`src/rtl/dsm_pkg.sv`:
```
package dsm_pkg;
    localparam int IN_W  = 16;
    localparam int ACC_W = 22;
    localparam int NCH   = 2;
    localparam int FS_I  = 2 ** (IN_W - 1);

    typedef logic signed [IN_W-1:0]  sample_t;
    typedef logic signed [ACC_W-1:0] acc_t;

    localparam acc_t ACC_MAX = {1'b0, {(ACC_W-1){1'b1}}};
    localparam acc_t ACC_MIN = {1'b1, {(ACC_W-1){1'b0}}};
    localparam acc_t FS_POS  = acc_t'(FS_I);
    localparam acc_t FS_NEG  = -acc_t'(FS_I);

    function automatic acc_t sat_add(input acc_t a, input acc_t b);
        logic signed [ACC_W:0] s;
        s = {a[ACC_W-1], a} + {b[ACC_W-1], b};
        if (s[ACC_W] != s[ACC_W-1])
            return s[ACC_W] ? ACC_MIN : ACC_MAX;
        return s[ACC_W-1:0];
    endfunction

    function automatic acc_t widen(input sample_t x);
        return acc_t'(x);
    endfunction
endpackage

```
`src/rtl/dsm_integ.sv`:
```
module dsm_integ
    import dsm_pkg::*;
(
    input  logic clk,
    input  logic rst,
    input  logic en,
    input  acc_t inc,
    output acc_t acc,
    output acc_t acc_nxt
);
    assign acc_nxt = sat_add(acc, inc);

    always_ff @(posedge clk) begin
        if (rst)
            acc <= '0;
        else if (en)
            acc <= acc_nxt;
    end

    // two non-negative terms never produce a negative sum
    p_no_wrap_hi_r6: assert property (@(posedge clk) disable iff (rst)
        (en && !acc[ACC_W-1] && !inc[ACC_W-1]) |=> !acc[ACC_W-1]);
    // two negative terms never produce a non-negative sum
    p_no_wrap_lo_r6: assert property (@(posedge clk) disable iff (rst)
        (en && acc[ACC_W-1] && inc[ACC_W-1]) |=> acc[ACC_W-1]);
    // state frozen without enable
    p_hold_r2: assert property (@(posedge clk) disable iff (rst)
        !en |=> $stable(acc));
    // reset clears the accumulator
    p_clear_r1: assert property (@(posedge clk) rst |=> acc == '0);
endmodule

```
`src/rtl/dsm_channel.sv`:
```
module dsm_channel
    import dsm_pkg::*;
(
    input  logic    clk,
    input  logic    rst,
    input  logic    en,
    input  sample_t x,
    output logic    bit_o
);
    acc_t fb_neg;
    acc_t inc1, inc2;
    acc_t i1, i1_nxt, i2, i2_nxt;

    // subtracting the fed-back level: -(+FS) for a 1, -(-FS) for a 0
    assign fb_neg = bit_o ? FS_NEG : FS_POS;
    assign inc1   = sat_add(widen(x), fb_neg);
    assign inc2   = sat_add(i1_nxt, fb_neg);

    dsm_integ u_int1 (
        .clk(clk), .rst(rst), .en(en),
        .inc(inc1), .acc(i1), .acc_nxt(i1_nxt)
    );

    dsm_integ u_int2 (
        .clk(clk), .rst(rst), .en(en),
        .inc(inc2), .acc(i2), .acc_nxt(i2_nxt)
    );

    always_ff @(posedge clk) begin
        if (rst)
            bit_o <= 1'b0;
        else if (en)
            bit_o <= ~i2_nxt[ACC_W-1];
    end

    // output is 0 right after reset
    p_reset_bit_r1: assert property (@(posedge clk) rst |=> !bit_o);
    // output holds without enable
    p_bit_hold_r2: assert property (@(posedge clk) disable iff (rst)
        !en |=> $stable(bit_o));
    // registered bit agrees with the sign of the stored second integrator
    p_sign_match_r5: assert property (@(posedge clk) disable iff (rst)
        en |=> bit_o == !i2[ACC_W-1]);
endmodule

```
`src/rtl/dsm2_stereo.sv`:
```
module dsm2_stereo
    import dsm_pkg::*;
(
    input  logic                   clk,
    input  logic                   rst,
    input  logic                   en,
    input  logic signed [IN_W-1:0] pcm_l,
    input  logic signed [IN_W-1:0] pcm_r,
    output logic                   bit_l,
    output logic                   bit_r
);
    sample_t xin  [NCH];
    logic    bits [NCH];

    assign xin[0] = pcm_l;
    assign xin[1] = pcm_r;

    for (genvar c = 0; c < NCH; c++) begin : g_ch
        dsm_channel u_ch (
            .clk(clk), .rst(rst), .en(en),
            .x(xin[c]), .bit_o(bits[c])
        );
    end

    assign bit_l = bits[0];
    assign bit_r = bits[1];

    // both channels advance on the shared tick; with no tick neither moves
    p_joint_hold_r4: assert property (@(posedge clk) disable iff (rst)
        !en |=> ($stable(bit_l) && $stable(bit_r)));
endmodule

```
`config.mk`:
```
export PLATFORM = sky130hd
export DESIGN_NAME = dsm2_stereo
export DESIGN_NICKNAME = d
export VERILOG_FILES = /design/src/rtl/dsm_pkg.sv /design/src/rtl/dsm_integ.sv /design/src/rtl/dsm_channel.sv /design/src/rtl/dsm2_stereo.sv
export SDC_FILE = /design/constraint.sdc
export NUM_CORES = 1
export LEC_CHECK = 0
export BUFFER_PORTS_ARGS = -buffer_cell sky130_fd_sc_hd__buf_2
export CAP_MARGIN = 40
export CORE_ASPECT_RATIO = 2
export CORE_MARGIN = 2
export CORE_UTILIZATION = 58
export DETAILED_ROUTE_END_ITERATION = 10
export GPL_TIMING_DRIVEN = 1
export HOLD_SLACK_MARGIN = 0.15
export PLACE_DENSITY = 0.85
export SLEW_MARGIN = 20
export SYNTH_ARGS = -nofsm -noshare
export SYNTH_HDL_FRONTEND = slang
export SYNTH_SLANG_ARGS = --single-unit
```
`constraint.sdc`:
```
create_clock -name clk -period 8 [get_ports clk]
set_clock_uncertainty 0.1 [all_clocks]
set_input_delay 0.8 -clock clk [delete_from_list [all_inputs] [get_ports clk]]
set_output_delay 0.8 -clock clk [all_outputs]
set_load 0.02 [all_outputs]
```
* Word-level counts from Yosys, hierarchy flattened
Index checks and enable logic that the tools add are counted.
** Storage, ports and cells
- Bits in registers :: 90
- Memory bits (writable) :: 0
- Latch bits :: 0
- Output and inout port bits :: 2
- Memories kept :: 0
- Word-level logic and storage cells :: 58
- ROM bits :: 0
- Input port bits :: 35
** Operators by class
- Multipliers :: 0
- Add/subtract/negate cells :: 8
- Muxes and demuxes :: 34
- $lt $le $gt $ge :: 0
- Bitwise operators :: 2
- Divide/modulo/power cells :: 0
- Equality and inequality tests :: 8
- Reduce and logical (&&, ||, !) cells :: 0
- Shifts and indexed selects :: 0
** Operator list (number)
- $mux 22 :: 26
- $add 22x22->23 :: 6
- $add 16x22->23 :: 2
- $mux 1 :: 8
- $ne 1x1->1 :: 8
- $not 1->1 :: 2

* Depth between registers and ports, before layout
Gate-level depths: netlist of the first run.
- Depth after elaboration :: 18
- Depth in mapped cells :: 39
- Mapped depth without buffers :: 35

* Modules after synthesis
From an unflattened synthesis of the first run, not the netlist that was laid out.
** Second synthesis, totals
- Cell total of the unflattened synthesis :: 1445
- Area, all modules :: 11170.7 um^2
** By module, submodules not included
- dsm_integ (g_ch[1].u_ch.u_int1 ...) :: times used 2, area each 2354.8 um^2, seq. area each 440.4 um^2, cells an instance 327
- dsm_integ (g_ch[0].u_ch.u_int1 ...) :: times used 2, area each 2304.7 um^2, seq. area each 440.4 um^2, cells an instance 285
- dsm_channel (g_ch[1].u_ch) :: times used 1, area each 930.9 um^2, seq. area each 20.0 um^2, cells an instance 112
- dsm_channel (g_ch[0].u_ch) :: times used 1, area each 920.9 um^2, seq. area each 20.0 um^2, cells an instance 109

* Worst setup path after synthesis of the first run
No wires, ideal clock.
- Kind :: in2reg
- From :: input port pcm_r[15]
- To :: register g_ch[1].u_ch.u_int2.acc[19]
- Setup slack :: -101 ps
- Buffers on the path :: 4
- Data arrival time :: 7879 ps
- Required time :: 7778 ps
- Stages on the path :: 34
- Library setup time :: 122 ps
- Cell sequence :: inv_1 -> ha_1 -> or2_2 -> ha_1 -> a21o_1 -> a21o_1 -> a21oi_1 -> o221ai_1 -> nor3_1 -> nand2_2 -> buf_2 -> a21oi_1 -> ha_1 -> and2_1 -> a2111oi_0 -> a21oi_1 -> a31o_2 -> buf_2 -> maj3_1 -> ha_1 -> inv_1 -> fa_1 -> nor2b_1 -> o21ai_0 -> a21boi_0 -> o311a_1 -> o21ai_2 -> o21ai_1 -> o41ai_1 -> o21a_1 -> buf_2 -> buf_4 -> a211oi_1 -> a311o_1
** Between the ends
- Longest elaborated chain between the ends :: 16
- Elaborated cells between the ends (all ways) :: 24
- Those cells by class :: add/sub (4); eq/ne (4); mux (16)
** Ends and longest elaborated chain
- from (decl) :: RTL line dsm2_stereo.sv:8 : input logic signed [IN_W-1:0] pcm_r,
- $add 16x22->23 * :: RTL line dsm_pkg.sv:17 : s = {a[ACC_W-1], a} + {b[ACC_W-1], b};
- $mux 22 / $ne 1x1->1 (equally long branches) :: RTL line dsm_pkg.sv:19, dsm_pkg.sv:18
- $mux 22 / $mux 1 (equally long branches) :: RTL line dsm_pkg.sv:18 : if (s[ACC_W] != s[ACC_W-1])
- $mux 22 * :: RTL line dsm_pkg.sv:20 : return s[ACC_W-1:0];
- $add 22x22->23 * :: RTL line dsm_pkg.sv:17
- $mux 22 / $ne 1x1->1 (equally long branches) :: RTL line dsm_pkg.sv:19, dsm_pkg.sv:18
- $mux 22 / $mux 1 (equally long branches) :: RTL line dsm_pkg.sv:18
- $mux 22 * :: RTL line dsm_pkg.sv:20
- via g_ch[1].u_ch.i1_nxt[17] :: RTL line dsm_channel.sv:12 : acc_t i1, i1_nxt, i2, i2_nxt;
- $add 22x22->23 * :: RTL line dsm_pkg.sv:17
- $mux 22 / $ne 1x1->1 (equally long branches) :: RTL line dsm_pkg.sv:19, dsm_pkg.sv:18
- $mux 22 / $mux 1 (equally long branches) :: RTL line dsm_pkg.sv:18
- $mux 22 * :: RTL line dsm_pkg.sv:20
- $add 22x22->23 * :: RTL line dsm_pkg.sv:17
- $mux 22 / $ne 1x1->1 (equally long branches) :: RTL line dsm_pkg.sv:19, dsm_pkg.sv:18
- $mux 22 / $mux 1 (equally long branches) :: RTL line dsm_pkg.sv:18
- $mux 22 * :: RTL line dsm_pkg.sv:20
- to (signal assigned) :: RTL line dsm_integ.sv:17 : acc <= acc_nxt;
- to (decl) :: RTL line dsm_integ.sv:8 : output acc_t acc,
The timed path passes the listed nets; every way through them passes the cells marked *. The select of a mux whose other input is x is not followed.
A chain may end at the register's enable or synchronous reset.

* Worst setup path in the final report of the first run
- From :: input port pcm_r[15]
- To :: register g_ch[1].u_ch.u_int2.acc[9]
The elaborated chain is that of the path after synthesis.

==> impl_metrics.py, run 1 <==
metrics = {
    "timing": {
        "fmax_mhz": 128.2,
        "period_share_pct": 97.52,
        "hold_violations": 0,
        "fin_crit_ps": 7801,
        "slew_headroom_pct": 50.32,
        "drv_slew": 0,
        "setup_viol": 0,
        "tightest_slew_ps": 745.2,
        "finalWorstSetupSlack_ps": 198.8,
    },
    "critical_path": {
        "timing.rr.end": "g_ch[1].u_ch.u_int2.acc[9]$_SDFFE_PP0P_",
        "crit_type": "input pin to flop",
        "crit_required_ps": 8200,
        "r2r_setup_slack_ps": 260,
        "critPathArrivalTime_ps": 8000,
        "r2r_start": "g_ch[1].u_ch.bit_o$_SDFFE_PP0P_",
        "critPathBufInv": 5,
        "cp_slowest_stage_delay_ps": 380,
        "worstSetupEndpointType": "flop",
        "reg2reg_depth": 32,
        "crit_top_cell": "ha_1",
        "start_kind": "input pin",
        "path_max_fanout": 13,
        "critical-path-slowest-cell": "a2111oi_2",
        "crit_family": "compound AO/OA/AOI/OAI gates",
    },
    "final_layout": {
        "layout.area.seq_um2": 1803,
        "nFillCells": 1230,
        "multi_input_area_um2": 7315,
        "stdcell_count": 1474,
        "nets": 1417,
        "area_delta_synth_final_pct": 17.05,
        "drive_gt1_share_pct": 18.54,
        "num_antenna_cells": 0,
    },
    "placed_design": {
        "place_congestion": 0.9366,
        "io_buffers": 36,
        "place_ws_ps": -298.3,
        "place_hpwl_um": 20170,
        "dp.cells": 1449,
    },
    "clock_tree": {
        "cts_buffers": 9,
        "clk_path_buf_depth": 2,
        "insertion_delay_ps": 360,
        "clkTransAtPathRegs_ps": 70,
        "cts-root-buf": "clkbuf_16",
        "cts_hold_buffers": 0,
        "cts_tree": "yes",
        "cts_num_sinks": 90,
        "h-tree-depth": 3,
    },
    "detailed_routing": {
        "vias": 9384,
        "wirelength_um": 27430,
        "first_pass_iters": 5,
        "via_per_inst": 6.366,
        "drcViolationCount": 0,
        "drt_iter0_markers": 430,
        "wire_per_inst_um": 18.61,
        "ant_nets": 0,
    },
    "global_routing": {
        "overflow": 0,
        "grt_pass1_vias": 9529,
        "antenna_found_initial": 0,
        "grt.busiest_layer": "met2",
        "grtUsageMet1_pct": 28.59,
        "met3_usage_pct": 3.485,
        "grt_util_met2_pct": 60.29,
        "track_usage_pct": 30.99,
        "grt_pass1_wl_um": 42940,
        "grt_max_degree": 87,
    },
    "synthesis": {
        "synth.distinct_cells": 79,
        "synth_cells": 1168,
        "syn_area_per_cell_um2": 7.992,
        "yosys_most_used_dff": "dfxtp_1",
        "synth_top_area_cell": "dfxtp_1",
        "syn_nets": 1317,
        "netlist.area_leader.share_pct": 19.30,
        "synthTopCellsByCount": "nor2_1 (127), a21oi_1 (118), ha_1 (108)",
        "synth_area_leaders": "dfxtp_1 (19%), ha_1 (14%), a21oi_1 (6.3%)",
        "syn_area_um2": 9335,
        "synth_most_common_cell": "nor2_1",
        "synth_edf_count": 0,
        "synth-seq-area-share_pct": 19.30,
        "async_reset_ff_share_pct": 0,
        "yosysWarnings": 0,
        "ys_ff_latch": 90,
    },
    "floorplan": {
        "dieArea_um2": 17190,
        "io_pins": 37,
        "initial_utilization_pct": 59.17,
        "die_h_um": 183.4,
        "core_um2": 15780,
        "dieWidth_um": 93.71,
        "num_rows": 65,
    },
    "min_path": {
        "min-delay-start": "g_ch[1].u_ch.u_int1.acc[19]$_SDFFE_PP0P_",
        "hold_depth": 2,
        "hp-class": "flop to flop",
        "whs_endpoint": "g_ch[1].u_ch.u_int1.acc[19]$_SDFFE_PP0P_",
    },
    "run_status": {
        "outcome": "complete, no violations",
    },
    "job": {
        "cap_viol_max_count": 0,
    },
}
-- layout make-up --
cell class,count,share of cell area [%]
Timing Repair Buffer,142,9.836
Tap cell,201,2.302
Clock buffer,11,2.313
Clock inverter,5,0.5496
Sequential cell,90,16.50
Inverter,45,1.557
Multi-Input combinational cell,980,66.94
-- placed cells by master, fill, tap and decap left out, drive strengths merged, types with 43 or more instances in the layout --
cell type,n
buf,142
nor2,127
a21oi,121
ha,108
dfxtp,90
o21ai,83
nand2,56
maj3,51
inv,45
xnor2,43
-- state kept, by name (all words and copies together) (netlist names) --
signal,flops
g_ch.u_ch.u_int2.acc,44
g_ch.u_ch.u_int1.acc,44
g_ch.u_ch.bit_o,2
-- worst max-delay path by stage --
stage          cells after the start                                  endpoint      start  slack (ps)
2_1_floorplan                     32  g_ch[0].u_ch.u_int2.acc[10]$_SDFFE_PP0P_  pcm_l[15]         110
3_3_place_gp                      36   g_ch[1].u_ch.u_int2.acc[0]$_SDFFE_PP0P_  pcm_r[15]        -100
3_5_place_dp                      32   g_ch[1].u_ch.u_int2.acc[0]$_SDFFE_PP0P_  pcm_r[15]        -300
4_1_cts                           35   g_ch[1].u_ch.u_int2.acc[2]$_SDFFE_PP0P_  pcm_r[15]          20
5_1_grt                           33  g_ch[0].u_ch.u_int2.acc[20]$_SDFFE_PP0P_  pcm_l[15]         -70
6_report                          32   g_ch[1].u_ch.u_int2.acc[9]$_SDFFE_PP0P_  pcm_r[15]         200
-- what timing repair did --
item	CTS	global route
resized for setup	3	39
setup endpoints to repair	21	46
pin swaps	1	6
setup buffers	1	5
cloned	0	1
-- cells by family (layout without fill, tap and decap cells) --
kind of cell / Yosys count / in the layout / synth area share, %
AOI/OAI and AO/OA: 416 / 416 / 30.32
xor gates and xnor gates: 80 / 80 / 7.586
buffers and inverters: 98 / 203 / 4.235
and+or+nand+nor: 294 / 294 / 14.65
adders and majority gates: 165 / 165 / 21.23
muxes: 25 / 25 / 2.681
DFF: 90 / 90 / 19.30
-- per-layer routing --
metal  part of all wire (%)  wire length, um
met4                    7.4             2036
met5                      0                0
met3                    3.5              951
met2                     55            14990
met1                     34             9451
-- stage by stage --
stage | TNS [ps] | util [%] | instance area, um^2 | hold slack (ps)
6_report | 0 | 69.25 | 10930 | 376.1
5_1_grt | -1389 | 69.25 | 10930 | 411.0
4_1_cts | 0 | 67.75 | 10690 | 380.8
3_5_place_dp | -9993 | 65.60 | 10350 | 369.7
3_3_place_gp | -1092 | 65.50 | 10330 | 359.1
2_1_floorplan | 0 | - | 9340 | 331.5
-- worst reg2reg max path, delay by kind of cell, from the launching register on --
family | cells | cell delay (ps)
AO/OA/AOI/OAI | 16 | 3740
AND/OR/NAND/NOR | 5 | 930
buffers and inverters | 4 | 720
XOR/XNOR | 2 | 210
adder cells (fa/ha/maj) | 5 | 1410
flip-flops | 1 | 590
Power of run 1 is not shown: default switching activity piles up to over one toggle a cycle in this logic, so the estimate is an artifact.
==> run 2: changes to the inputs <==
--- a/config.mk
+++ b/config.mk
@@ -10,3 +10,3 @@
 export CORE_ASPECT_RATIO = 2
-export CORE_MARGIN = 2
+export CORE_MARGIN = 1.5
 export CORE_UTILIZATION = 58
@@ -16,2 +16,3 @@
 export PLACE_DENSITY = 0.85
+export RECOVER_POWER = 50
 export SLEW_MARGIN = 20
==> constraint.sdc (replaced) <==
create_clock -name clk -period 8 [get_ports clk]
set_clock_uncertainty 0.1 [all_clocks]
set_input_delay 1.6 -clock clk [delete_from_list [all_inputs] [get_ports clk]]
set_output_delay 1.6 -clock clk [all_outputs]
set_load 0.02 [all_outputs]
==> run 2 against run 1 <==
Effect of this change:
- the run now fails in 5_1_grt
- area after synthesis stayed put
- synthesized cell count stayed put
==> impl_metrics.py, run 2 <==
metrics = {
    "synthesis": {
        "synth_area_leaders": "dfxtp_1 (19%), ha_1 (14%), a21oi_1 (6.3%)",
        "yosysWarnings": 0,
        "synth_top_area_cell": "dfxtp_1",
        "synth_most_common_cell": "nor2_1",
        "syn_nets": 1317,
        "yosys_most_used_dff": "dfxtp_1",
        "syn_area_per_cell_um2": 7.992,
        "syn_area_um2": 9335,
        "synth.distinct_cells": 79,
        "async_reset_ff_share_pct": 0,
        "synth-seq-area-share_pct": 19.30,
        "netlist.area_leader.share_pct": 19.30,
        "synth_cells": 1168,
        "synthTopCellsByCount": "nor2_1 (127), a21oi_1 (118), ha_1 (108)",
        "synth_edf_count": 0,
        "ys_ff_latch": 90,
    },
    "clock_tree": {
        "cts_buffers": 9,
        "cts_num_sinks": 90,
        "clk_path_buf_depth": 2,
        "cts-root-buf": "clkbuf_16",
        "cts_hold_buffers": 0,
        "h-tree-depth": 3,
    },
    "placed_design": {
        "place_congestion": 0.9337,
        "place_hpwl_um": 23220,
        "io_buffers": 36,
        "place_ws_ps": -738.7,
    },
    "floorplan": {
        "initial_utilization_pct": 59.17,
        "die_h_um": 182.4,
        "dieWidth_um": 92.71,
        "num_rows": 65,
        "io_pins": 37,
    },
    "run_status": {
        "outcome": "aborted with a tool error",
        "lastStage": "5_1_grt",
        "stop_error": "[ERROR GRT-0232] Routing congestion too high. Check the congestion heatmap in the GUI.",
    },
    "global_routing": {
        "track_usage_pct": 76.60,
        "overflow": 183,
        "grt_max_degree": 77,
    },
}
[run 2: cell counts after synthesis]
No cell type changed its count.
[run 2: routing by layer]
layer  GRT overflow  GRT usage, %
met1              3         75.98
met2            118         95.00
met3              6         58.54
met4             56         79.03
met5              0         12.35
[run 2: stage by stage]
stage	cell area, um^2	hold slack (ps)	std cells	setup TNS (ps)
after floorplan	9707	331.5	1168	-1410
after global placement	11890	367.4	1619	-16210
after detailed placement	11910	379.8	1620	-29480
after CTS	12940	392.5	1667	-307.0
[run 2: cell families after synthesis]
family                   count (synthesis)  synth area share, %
adder cells (fa/ha/maj)                165                21.23
buffers and inverters                   98                4.235
XOR/XNOR                                80                7.586
AO/OA/AOI/OAI                          416                30.32
multiplexers                            25                2.681
AND/OR/NAND/NOR                        294                14.65
flip-flops                              90                19.30
[run 2: timing repair]
item	4_1_cts
endpoints found under the setup margin	46
pin swaps	33
gates resized for setup	86
buffers inserted	27
gates cloned	4
==> run 3: changes to the inputs <==
Settings changed: CORE_ASPECT_RATIO 2 to unset, CORE_UTILIZATION 58 to 40, HOLD_SLACK_MARGIN 0.15 to unset, PLACE_DENSITY 0.85 to unset, PLACE_DENSITY_LB_ADDON set to 0.15.
Clock period 8 ns to 10.4 ns, I/O delays scaled along.
==> run 3 against run 2 <==
Effect of this change:
- the run now ends clean
==> impl_metrics.py, run 3 (synthesis gave the netlist of run 1 again) <==
metrics = {
    "final_layout": {
        "area_delta_synth_final_pct": 9.543,
        "mostFrequentLayoutCells": "nor2_1 (127), a21oi_1 (119), ha_1 (108)",
        "final_common_cell": "nor2_1",
        "nets": 1338,
        "num_antenna_cells": 0,
        "reg.largest.list": "g_ch.u_ch.u_int1.acc: 44 flops, g_ch.u_ch.u_int2.acc: 44 flops, g_ch.u_ch.bit_o: 2 flops",
        "drive_gt1_share_pct": 10.13,
    },
    "floorplan": {
        "die_h_um": 155.8,
        "dieWidth_um": 155.8,
        "num_rows": 55,
        "core_um2": 22780,
        "dieArea_um2": 24260,
        "initial_utilization_pct": 40.98,
        "io_pins": 37,
    },
    "critical_path": {
        "critPathBufInv": 6,
        "critical-path-slowest-cell": "fa_1",
        "crit_top_cell": "o21ai_0",
        "critPathArrivalTime_ps": 9740,
        "cp_slowest_stage_delay_ps": 420,
        "crit_required_ps": 10550,
        "start_kind": "input pin",
        "crit_type": "input pin to flop",
        "crit_family": "compound AO/OA/AOI/OAI gates",
        "path_max_fanout": 24,
        "worstSetupEndpointType": "flop",
    },
    "clock_tree": {
        "insertion_delay_ps": 360,
        "clkTransAtPathRegs_ps": 70,
        "clk_path_buf_depth": 2,
        "cts_num_sinks": 90,
        "cts-root-buf": "clkbuf_16",
        "cts_hold_buffers": 0,
        "cts_resized": 0,
        "cts_buffers": 9,
        "cts_tree": "yes",
        "post_cts_buffers": 0,
        "h-tree-depth": 3,
    },
    "timing": {
        "tightest_slew_ps": 754.0,
        "rsz0062_at_grt": "false",
        "drv_slew": 0,
        "fin_crit_ps": 9592,
        "hold_violations": 0,
        "fmax_mhz": 104.3,
        "period_share_pct": 92.23,
        "setup_tns_ps": 0,
        "slew_headroom_pct": 49.73,
        "setup_viol": 0,
    },
    "detailed_routing": {
        "first_pass_iters": 6,
        "via_per_inst": 5.556,
        "ant_nets": 0,
        "drcViolationCount": 0,
        "wire_per_inst_um": 15.98,
        "vias": 8373,
        "drt_iter0_markers": 565,
        "wirelength_um": 24080,
    },
    "placed_design": {
        "io_buffers": 36,
        "place_congestion": 0.8992,
        "place_hpwl_um": 18380,
    },
    "global_routing": {
        "grt_max_degree": 70,
        "grt_util_met2_pct": 36.29,
        "met3_usage_pct": 2.056,
        "grt.busiest_layer": "met2",
        "antenna_found_initial": 0,
        "grt_pass1_wl_um": 39680,
        "track_usage_pct": 20.22,
        "grtUsageMet1_pct": 25.39,
        "overflow": 0,
        "grt_pass1_vias": 7964,
    },
    "min_path": {
        "hp-class": "flop to flop",
    },
    "job": {
        "cap_viol_max_count": 0,
    },
    "run_status": {
        "outcome": "complete, no violations",
    },
}
==> run 3: worst paths after layout <==
path | end | slack, ps | start | cells after the start
setup / recovery | g_ch[0].u_ch.u_int2.acc[0]$_SDFFE_PP0P_ | 810 | pcm_l[0] | 34
hold / removal | g_ch[1].u_ch.u_int2.acc[13]$_SDFFE_PP0P_ | 370 | g_ch[1].u_ch.u_int2.acc[13]$_SDFFE_PP0P_ | 2
setup reg to reg | g_ch[0].u_ch.u_int2.acc[0]$_SDFFE_PP0P_ | 2130 | g_ch[0].u_ch.bit_o$_SDFFE_PP0P_ | 34
hold reg to reg | g_ch[1].u_ch.u_int2.acc[13]$_SDFFE_PP0P_ | 370 | g_ch[1].u_ch.u_int2.acc[13]$_SDFFE_PP0P_ | 2
==> run 3: worst min-delay path, stage by stage, from the launching register on <==
cell and delay (ps):
dfxtp_1 330, nand2_1 50, o21ai_0 60
==> run 3: layout make-up <==
class                   count  area (um^2)
clock inverters             2        35.03
repair buffers             63        414.1
multi-input cells         980         7149
fillers                  2267        12550
well taps                 313        391.6
flip-flops and latches     90         1802
inverters                  45        170.2
clock buffers              14        264.0
==> run 3: routing by layer <==
layer | wire length, um | share of wire, %
met1 | 11530 | 48
met2 | 11620 | 48
met3 | 495 | 2.1
met4 | 425 | 1.8
met5 | 0 | 0
==> run 3: per-stage QoR <==
| step | cells | hold WS (ps) | cell area, um^2 | setup slack (ps) | util (%) |
|---|---|---|---|---|---|
| finish | 1507 | 366.6 | 10230 | 808.3 | 44.89 |
| global route | 1507 | 396.7 | 10230 | 163.4 | 44.89 |
| CTS | 1506 | 376.0 | 10240 | 484.1 | 44.95 |
| detailed placement | 1490 | 362.4 | 9940 | 132.0 | 43.64 |
| global placement | 1489 | 357.1 | 9912 | 528.6 | 43.52 |
| floorplan | 1168 | 331.5 | 9335 | 1019 | - |
Power of run 3 is left out for the same reason.
==> run 4: changes to the inputs <==
Settings changed: MAX_ROUTING_LAYER set to met4.
==> run 4 against run 3 <==
Effect of this change:
- critical path depth is the same
- first-iteration DRC count shrank 7.8%
- routed wire length shrank 0.11%
- critical endpoint unchanged
- largest cell class unchanged
==> impl_metrics.py, run 4 (synthesis gave the netlist of run 1 again) <==
metrics = {
    "critical_path": {
        "critPathArrivalTime_ps": 9760,
        "crit_top_cell": "o21ai_0",
        "r2r_setup_slack_ps": 2110,
        "start_kind": "input pin",
        "crit_required_ps": 10550,
        "reg2reg_depth": 34,
        "cp_slowest_stage_delay_ps": 440,
        "timing.rr.end": "g_ch[0].u_ch.u_int2.acc[0]$_SDFFE_PP0P_",
        "worstSetupEndpointType": "flop",
        "path_max_fanout": 24,
        "critical-path-slowest-cell": "nor4_1",
        "r2r_start": "g_ch[0].u_ch.bit_o$_SDFFE_PP0P_",
        "crit_type": "input pin to flop",
    },
    "placed_design": {
        "place_congestion": 0.9146,
        "place_hpwl_um": 18380,
        "io_buffers": 36,
        "dp.cells": 1490,
    },
    "floorplan": {
        "num_rows": 55,
        "die_h_um": 155.8,
        "dieArea_um2": 24260,
        "io_pins": 37,
        "dieWidth_um": 155.8,
        "core_um2": 22780,
        "initial_utilization_pct": 40.98,
    },
    "final_layout": {
        "drive_gt1_share_pct": 10.13,
        "stdcell_count": 1507,
        "nets": 1338,
        "mostFrequentLayoutCells": "nor2_1 (127), a21oi_1 (119), ha_1 (108)",
        "num_antenna_cells": 0,
        "reg.largest.list": "g_ch.u_ch.u_int1.acc: 44 flops, g_ch.u_ch.u_int2.acc: 44 flops, g_ch.u_ch.bit_o: 2 flops",
        "final_common_cell": "nor2_1",
        "area_delta_synth_final_pct": 9.543,
    },
    "timing": {
        "fin_crit_ps": 9612,
        "rsz0062_at_grt": "false",
        "drv_slew": 0,
        "setup_viol": 0,
        "period_share_pct": 92.42,
        "setup_tns_ps": 0,
        "hold_violations": 0,
        "fmax_mhz": 104.0,
        "slew_headroom_pct": 49.77,
        "tightest_slew_ps": 753.5,
    },
    "detailed_routing": {
        "ant_nets": 0,
        "first_pass_iters": 5,
        "via_per_inst": 5.573,
        "vias": 8399,
        "wire_per_inst_um": 15.96,
        "drt_iter0_markers": 521,
        "wirelength_um": 24050,
        "drcViolationCount": 0,
    },
    "clock_tree": {
        "clkTransAtPathRegs_ps": 70,
        "cts-root-buf": "clkbuf_16",
        "h-tree-depth": 3,
        "insertion_delay_ps": 360,
        "cts_buffers": 9,
        "post_cts_buffers": 0,
        "cts_hold_buffers": 0,
        "cts_num_sinks": 90,
        "clk_path_buf_depth": 2,
        "cts_tree": "yes",
        "cts_resized": 0,
    },
    "global_routing": {
        "track_usage_pct": 20.83,
        "grt_max_degree": 70,
        "grt_pass1_vias": 7960,
        "grt_pass1_wl_um": 39720,
        "antenna_found_initial": 0,
        "overflow": 0,
    },
    "min_path": {
        "min-delay-start": "g_ch[1].u_ch.u_int2.acc[13]$_SDFFE_PP0P_",
        "hold_depth": 2,
        "hp-class": "flop to flop",
        "whs_endpoint": "g_ch[1].u_ch.u_int2.acc[13]$_SDFFE_PP0P_",
    },
    "run_status": {
        "outcome": "complete, no violations",
    },
    "job": {
        "cap_viol_max_count": 0,
    },
}
==> run 4: cell counts in the layout (fill, tap and decap cells not counted) <==
Identical to the previous run, type by type.
==> run 4: worst max-delay path, delay by kind of cell <==
| family | cells | cell delay (ps) |
|---|---|---|
| compound gates | 17 | 3830 |
| xor+xnor | 1 | 110 |
| fa+ha+maj | 5 | 1650 |
| buf+inv | 6 | 1200 |
| simple gates | 5 | 870 |
==> run 4: metal layers <==
metal | vias to the layer above | wire, um | GRT usage [%] | part of all wire [%]
li1 | 4392 | - | - | -
met1 | 3881 | 11500 | 25.45 | 48
met2 | 101 | 11620 | 36.25 | 48
met3 | 25 | 499 | 2.056 | 2.1
met4 | 0 | 426 | 6.259 | 1.8
met5 | - | 0 | - | 0
==> run 4: worst max-delay path by stage <==
stage                                                     to      start  slack (ps)
floorplan           g_ch[1].u_ch.u_int2.acc[19]$_SDFFE_PP0P_  pcm_r[15]        1020
global placement    g_ch[1].u_ch.u_int2.acc[14]$_SDFFE_PP0P_  pcm_r[15]         530
detailed placement  g_ch[1].u_ch.u_int2.acc[18]$_SDFFE_PP0P_  pcm_r[15]         130
CTS                 g_ch[1].u_ch.u_int2.acc[14]$_SDFFE_PP0P_  pcm_r[15]         480
global route        g_ch[1].u_ch.u_int2.acc[14]$_SDFFE_PP0P_  pcm_r[15]         160
finish               g_ch[0].u_ch.u_int2.acc[0]$_SDFFE_PP0P_   pcm_l[0]         790
==> run 4: metrics by stage <==
stage	util (%)	worst slack, ps	hold WS [ps]	instance area, um^2
final	44.89	788.4	366.5	10230
after global routing	44.89	163.4	396.7	10230
after CTS	44.95	484.1	376.0	10240
after detailed placement	43.64	132.0	362.4	9940
after global placement	43.52	528.6	357.1	9912
after floorplan	-	1019	331.5	9335
==> run 4: layout make-up <==
class | instances | area (um^2)
inverter | 45 | 170.2
timing repair buffer | 63 | 414.1
multi-input combinational | 980 | 7149
sequential | 90 | 1802
clock buffer | 14 | 264.0
clock inverter | 2 | 35.03
tap | 313 | 391.6
fill | 2267 | 12550
Power of run 4 is left out for the same reason.
